**src/rtl/alarm_match.sv**
```systemverilog
module alarm_match #(
  parameter int DW          = 8,
  parameter int AW          = 4,
  parameter int PULSE_SHORT = 1,
  parameter int PULSE_MID   = 128,
  parameter int PULSE_LONG  = 2048
) (
  input  logic          clk,
  input  logic          rst_n,
  input  logic          tick,
  input  logic          ref_8k,
  input  logic [DW-1:0] now_hund,
  input  logic [DW-1:0] now_sec,
  input  logic [DW-1:0] now_min,
  input  logic [DW-1:0] now_hour,
  input  logic [DW-1:0] now_date,
  input  logic [DW-1:0] now_month,
  input  logic [DW-1:0] now_wday,
  input  logic          reg_we,
  input  logic [AW-1:0] reg_addr,
  input  logic [DW-1:0] reg_wdata,
  output logic [DW-1:0] reg_rdata,
  output logic          alarm_flag,
  output logic          irq_n
);
  localparam int NFLD = 7;
  localparam logic [AW-1:0] A_CTRL = AW'(NFLD);
  localparam logic [AW-1:0] A_STAT = AW'(NFLD + 1);
  localparam int FLAG_BIT = 2;
  localparam int CW = $clog2(PULSE_LONG + 1);

  localparam logic [DW-1:0] M_SEC  = DW'(8'h7F);
  localparam logic [DW-1:0] M_HOUR = DW'(8'h3F);
  localparam logic [DW-1:0] M_DATE = DW'(8'h3F);
  localparam logic [DW-1:0] M_MON  = DW'(8'h1F);
  localparam logic [DW-1:0] M_WDAY = DW'(8'h07);

  logic [DW-1:0] al_q [NFLD];
  logic [2:0]    rpt_q;
  logic [1:0]    im_q;
  logic          aie_q;
  logic          flag_q;
  logic [CW-1:0] pcnt_q;

  function automatic logic fld_eq(input logic [DW-1:0] a, input logic [DW-1:0] b,
                                  input logic [DW-1:0] m);
    return ((a ^ b) & m) == '0;
  endfunction

  wire hund_hi = (al_q[0][7:4] == 4'hF) || (al_q[0][7:4] == now_hund[7:4]);
  wire hund_lo = (al_q[0][3:0] == 4'hF) || (al_q[0][3:0] == now_hund[3:0]);
  wire sec_ok  = fld_eq(al_q[1], now_sec,   M_SEC);
  wire min_ok  = fld_eq(al_q[2], now_min,   M_SEC);
  wire hour_ok = fld_eq(al_q[3], now_hour,  M_HOUR);
  wire date_ok = fld_eq(al_q[4], now_date,  M_DATE);
  wire mon_ok  = fld_eq(al_q[5], now_month, M_MON);
  wire wday_ok = fld_eq(al_q[6], now_wday,  M_WDAY);

  wire use_sec  = rpt_q <= 3'd6;
  wire use_min  = rpt_q <= 3'd5;
  wire use_hour = rpt_q <= 3'd4;
  wire use_date = (rpt_q == 3'd1) || (rpt_q == 3'd2);
  wire use_mon  = rpt_q == 3'd1;
  wire use_wday = rpt_q == 3'd3;

  wire hit = tick && (rpt_q != 3'd0) && hund_hi && hund_lo
           && (!use_sec  || sec_ok)  && (!use_min  || min_ok)
           && (!use_hour || hour_ok) && (!use_date || date_ok)
           && (!use_mon  || mon_ok)  && (!use_wday || wday_ok);

  wire wr_ctrl = reg_we && (reg_addr == A_CTRL);
  wire wr_clr  = reg_we && (reg_addr == A_STAT) && !reg_wdata[FLAG_BIT];

  logic [CW-1:0] pwidth;
  always_comb begin
    case (im_q)
      2'd1:    pwidth = CW'(PULSE_SHORT);
      2'd2:    pwidth = CW'(PULSE_MID);
      default: pwidth = CW'(PULSE_LONG);
    endcase
  end

  always_ff @(posedge clk or negedge rst_n) begin
    if (!rst_n) begin
      for (int i = 0; i < NFLD; i++) al_q[i] <= '0;
      rpt_q <= '0;
      im_q  <= '0;
      aie_q <= 1'b0;
    end else if (reg_we) begin
      for (int i = 0; i < NFLD; i++)
        if (reg_addr == AW'(i)) al_q[i] <= reg_wdata;
      if (wr_ctrl) begin
        rpt_q <= reg_wdata[2:0];
        im_q  <= reg_wdata[4:3];
        aie_q <= reg_wdata[7];
      end
    end
  end

  always_ff @(posedge clk or negedge rst_n) begin
    if (!rst_n)      flag_q <= 1'b0;
    else if (hit)    flag_q <= 1'b1;
    else if (wr_clr) flag_q <= 1'b0;
  end

  always_ff @(posedge clk or negedge rst_n) begin
    if (!rst_n)
      pcnt_q <= '0;
    else if (hit && aie_q && (im_q != 2'd0))
      pcnt_q <= pwidth;
    else if (ref_8k && (pcnt_q != '0))
      pcnt_q <= pcnt_q - 1'b1;
  end

  always_comb begin
    reg_rdata = '0;
    if (reg_addr < A_CTRL)       reg_rdata = al_q[reg_addr[2:0]];
    else if (reg_addr == A_CTRL) reg_rdata = {aie_q, 2'b00, im_q, rpt_q};
    else if (reg_addr == A_STAT) reg_rdata[FLAG_BIT] = flag_q;
  end

  assign alarm_flag = flag_q;
  assign irq_n = !(aie_q && ((im_q == 2'd0) ? flag_q : (pcnt_q != '0)));
endmodule

```
**config.mk**
```make
export PLATFORM = sky130hd
export DESIGN_NAME = alarm_match
export DESIGN_NICKNAME = d
export VERILOG_FILES = /design/src/rtl/alarm_match.sv
export SDC_FILE = /design/constraint.sdc
export NUM_CORES = 1
export LEC_CHECK = 0
export BUFFER_PORTS_ARGS = -buffer_cell sky130_fd_sc_hd__buf_2
export CORE_MARGIN = 2
export CORE_UTILIZATION = 55
export CTS_CLUSTER_DIAMETER = 100
export DETAILED_ROUTE_END_ITERATION = 8
export GPL_TIMING_DRIVEN = 0
export PLACE_DENSITY = 0.79
export SETUP_SLACK_MARGIN = 0.5
export SLEW_MARGIN = 30
export SYNTH_ARGS = -nofsm -noshare
export SYNTH_HDL_FRONTEND = slang
export SYNTH_SLANG_ARGS = --single-unit
```
**constraint.sdc**
```tcl
create_clock -name clk -period 2.41 [get_ports clk]
set_input_delay 0.3615 -clock clk [delete_from_list [all_inputs] [get_ports clk]]
set_output_delay 0.3615 -clock clk [all_outputs]
set_load 0.03 [all_outputs]
```
# After elaboration in Yosys (flattened, before gate mapping)
# Index checks and enable logic that the tools add are counted.
# totals
regBits	75
elab_cells	110
in_bits	73
# classes
bitwise_logic	7
n_addsub	1
eq_ne	17
n_lt_le_gt_ge	5
n_mux	14
reduce_logical	54
# ops
op	n
8-bit zero test	6
8-bit binary-select mux with 3-bit select	1
12-bit 2-to-1 mux	2
8-bit 2-to-1 mux	3
12-bit case mux with 2 select lines	1
4-bit by 3-bit equality test with 1-bit output, second input constant	4
1-bit logical AND	16
2-bit AND reduction	8
7-bit XOR	2
4-bit equality test, second input constant	3
12-bit nonzero test	1
12-bit by 1-bit subtractor with 12-bit output, second input constant	1
6-bit XOR	2
3-bit less-or-equal comparator, second input constant	3
1-bit logical OR	9
4-bit by 2-bit equality test with 1-bit output, second input constant	2
4-bit equality test	2
1-bit zero test	8
3-bit by 2-bit equality test with 1-bit output, second input constant	2
2-bit nonzero test	3
1-bit 2-to-1 mux	5
5-bit 2-to-1 mux	1
5-bit XOR	1
4-bit by 1-bit equality test with 1-bit output, second input constant	1
11 further kinds	11

# Logic depth before layout (Yosys ltp)
# logic_depth
word_depth	13
mapped_depth	8

# Worst setup path before layout
# OpenSTA, ideal clock, no wires.
# synth_path
kind	input port to output port
start	in reg_addr[0]
end	out reg_rdata[6]
required_time_ps	2049
setup_slack_ps	93
cell_stages	5
t_arrival_ps	1956
path_cell_list	clkbuf_1 -> buf_2 -> mux4_2 -> nor2_1 -> a211oi_1
# synth_between
elab_chain_len	5
# synth_lines
element	line_no	source
start, declared	20	input logic [AW-1:0] reg_addr,
3-bit NOT with 4-bit output (not written as such)	117	if (reg_addr < A_CTRL) reg_rdata = al_q[reg_addr[2:0]];
8-bit binary-select mux with 3-bit select	117	
8-bit 2-to-1 mux (not written as such) (2 in a row)	117	
8-bit 2-to-1 mux (*)	117	
end, declared	22	output logic [DW-1:0] reg_rdata,
# Every way passes the cells marked *; elsewhere a longest branch is shown, timed or not. The select of a mux whose other input is x is not followed.

# Final worst setup path
# layout_path
start	reg al_q[26] (netlist name)
end	out reg_rdata[2]
# layout_between
elab_chain_len	4
# layout_lines
element	line_no	source
start, declared	38	logic [DW-1:0] al_q [NFLD];
start signal, assigned by index	91	if (reg_addr == AW'(i)) al_q[i] <= reg_wdata;
8-bit binary-select mux with 3-bit select	117	
8-bit 2-to-1 mux (not written as such) (2 in a row)	117	
8-bit 2-to-1 mux	117	
# No other way between the ends. The select of a mux whose other input is x is not followed.

==> flow_summary.json <==
{
  "hold_viol_final": 0,
  "p_leak_nw": 2.309,
  "r2r_slack_ns": 0.24,
  "maxCapViolations": 0,
  "grt_pass1_vias": 3366,
  "synth_fp_nets": 408,
  "critPathMaxFanout": 3,
  "irDropWorstVdd_uv": 463.4,
  "rsz0062_at_grt": "yes",
  "design.die.area_um2": 8278,
  "pre_cts_slack_ns": -0.1385,
  "rr_startpoint": "al_q[29]$_DFFE_PN0P_",
  "cts-buffers-inserted": 9,
  "relSlewSlack_pct": 41.31,
  "place_hpwl_mm": 7.261,
  "rows": 31,
  "drc_errors": 0,
  "netlist_instances": 331,
  "stdcell_count": 536,
  "holdPathStages": 3,
  "cts.sinks": 75,
  "period_needed_ns": 2.172,
  "synth_edf_count": 0,
  "arrival_ns": 1.81,
  "ys_warn_count": 0,
  "antennaDiodeCount": 0,
  "post-route-util_pct": 72.63,
  "cts_tree": "yes",
  "synthFlopType": "dfrtp_1",
  "grt_use_total_pct": 26.47,
  "grt_max_degree": 39,
  "critPathKind": "flip-flop to output pin",
  "synthToLayoutAreaGrowth_pct": 27.27,
  "dieHeight_um": 90.99,
  "fin_nets": 509,
  "antenna_found_initial": 0,
  "insertion_delay_ns": 0.35,
  "coreArea_um2": 7292,
  "io_buffers": 67,
  "r2r_cells": 7,
  "syn_area_um2": 4161,
  "htreeDepth": 3,
  "mostFrequentLayoutCells": "dfrtp_1 (73), mux2_2 (60), buf_2 (57)",
  "cts.clk_slew.worst_paths_ns": 0.08,
  "grt_pass1_wl_mm": 16.77,
  "fin_crit_sh_pct": 90.14,
  "synth_cell_types": 45,
  "ios": 83,
  "rr_endpoint": "pcnt_q[7]$_DFFE_PN0P_",
  "chipWidth_um": 90.99,
  "root_buffer": "clkbuf_8",
  "vias_per_cell": 5.797,
  "drt-total-wl_mm": 10.43,
  "worstPathRequired_ns": 2.05,
  "final_common_cell": "dfrtp_1",
  "grt-ovfl-total": 0,
  "first_pass_iters": 4,
  "via_count": 3107,
  "cts_buffer_depth": 2,
  "drt_first_iter_violations": 159,
  "p_per_area_nw_per_um2": 810.5,
  "wl_per_cell_um": 19.45,
  "async_reset_ff_share_pct": 100.0,
  "status": "completed",
  "layout-drive-gt1-share_pct": 50.80,
  "hp-start": "reg_wdata[4]",
  "placed_cells": 498,
  "multi_input_area_um2": 2419,
  "hold_end": "im_q[1]$_DFFE_PN0P_",
  "gp_congestion": 0.8059,
  "max_slew.worst_pin.slew_ns": 0.8756,
  "timing.fmax_mhz": 460.3,
  "syn-mean-instance-area_um2": 12.57,
  "finalSetupViolCount": 0,
  "cp-end-kind": "output pin",
  "fin_ws_ns": 0.2377,
  "ys_ff_latch": 75,
  "ff_latch_area_um2": 1879,
  "start_kind": "flip-flop",
  "fillers": 505,
  "skew_ns": 0.007876,
  "antenna_left": 0,
  "final_max_slew_viol_count": 0,
  "start_util_pct": 57.07,
  "yosysSeqAreaShare_pct": 45.10,
  "hp-class": "input pin to flip-flop",
  "power_mw": 4.293
}
## per-layer routing
metal / wire length (um) / GRT usage (%) / up-vias
met5: 0 / 0 / -
met4: 241 / 12.88 / 0
met3: 497 / 3.320 / 23
met2: 5138 / 42.35 / 113
met1: 4548 / 36.04 / 1564
li1: - / - / 1407
## per-stage QoR
stage / hold WS (ns) / TNS, ns / instance area (um2)
global route: 0.3433 / 0 / 5296
CTS: 0.3352 / 0 / 5215
global placement: 0.4822 / -0.7200 / 4672
finish: 0.3438 / 0 / 5296
detailed placement: 0.3683 / -0.6386 / 4695
floorplan: 0.06591 / 0 / 4213
## worst max-delay path by stage
stage                         startpoint               endpoint  slack [ns]  cells past startpoint
floorplan                    reg_addr[1]           reg_rdata[2]        0.51                      5
global placement             reg_addr[1]           reg_rdata[4]       -0.15                      7
detailed placement           reg_addr[1]           reg_rdata[4]       -0.14                      7
CTS                 al_q[26]$_DFFE_PN0P_           reg_rdata[2]        0.20                      5
global route        al_q[46]$_DFFE_PN0P_  pcnt_q[0]$_DFFE_PN0P_        0.16                      8
finish              al_q[26]$_DFFE_PN0P_           reg_rdata[2]        0.24                      5
## flip-flops by register name (all words and copies together) (netlist names)
signal / flops
al_q: 56
pcnt_q: 12
im_q: 2
aie_q: 1
rpt_q: 3
alarm_flag: 1
## cell families (layout without fill, tap and decap cells)
| logic type | after synthesis | count (layout) | share of synthesized area [%] |
|---|---|---|---|
| AND/OR/NAND/NOR | 79 | 79 | 10.94 |
| XOR/XNOR | 52 | 52 | 10.94 |
| multiplexers | 84 | 84 | 26.37 |
| buffers and inverters | 14 | 120 | 1.533 |
| adder cells (fa/ha/maj) | 4 | 4 | 1.203 |
| flip-flops | 75 | 75 | 45.10 |
| AO/OA/AOI/OAI | 23 | 23 | 3.908 |
## critical path, cell delays in order, from the launching register on
cell,delay [ns]
dfrtp_1,0.42
mux4_2,0.47
nor2b_4,0.14
a31oi_1,0.13
o21ai_1,0.10
buf_4,0.19
## report_power, final
group | switching (mW) | internal, mW | leakage, nW
Sequential | 0.319 | 1.59 | 0.918
Clock | 0.455 | 0.429 | 0.0905
Combinational | 0.679 | 0.821 | 1.30
Total | 1.45 | 2.84 | 2.31
## layout make-up
cell class / count / share of cell area, %
inverters: 5 / 0.3544
clock buffers: 14 / 3.071
repair buffers: 90 / 11.36
plain buffers: 9 / 1.536
flip-flops and latches: 75 / 35.48
well taps: 99 / 2.339
clock inverters: 2 / 0.1890
multi-input cells: 242 / 45.67
## synthesized netlist by cell type (2+ instances only)
library cell / number / area (um2)
mux4_2: 13 / 292.8
nor4_2: 2 / 25.02
nor2_1: 26 / 97.59
mux2i_1: 8 / 80.08
nor4b_1: 2 / 17.52
a211oi_1: 3 / 22.52
o211ai_1: 2 / 15.01
inv_1: 5 / 18.77
nand3_1: 2 / 10.01
a31oi_1: 2 / 12.51
nor2b_1: 4 / 25.02
nor4_1: 2 / 12.51
nand4_1: 6 / 37.54
o31ai_1: 2 / 15.01
a21oi_1: 4 / 20.02
buf_2: 3 / 15.01
clkbuf_1: 3 / 11.26
nor3b_2: 2 / 25.02
nand3b_1: 5 / 37.54
nand2b_1: 2 / 12.51
dfrtp_1: 75 / 1877
o21ai_0: 5 / 25.02
nor3_1: 3 / 15.01
ha_1: 4 / 50.05
xor2_1: 26 / 227.7
mux2_2: 62 / 698.2
xnor2_1: 26 / 227.7
buf_1: 2 / 7.510
nand2_1: 14 / 52.55
## repair_timing
| action | 4_1_cts | 5_1_grt |
|---|---|---|
| resized for setup | 44 | 20 |
| gates cloned | 1 | 0 |
| endpoints found under the hold margin | 27 | 0 |
| setup buffers | 16 | 4 |
| pin swaps | 11 | 9 |
| endpoints found under the setup margin | 22 | 22 |
| hold buffers | 1 | 0 |
(Power assumes the default switching activity.)
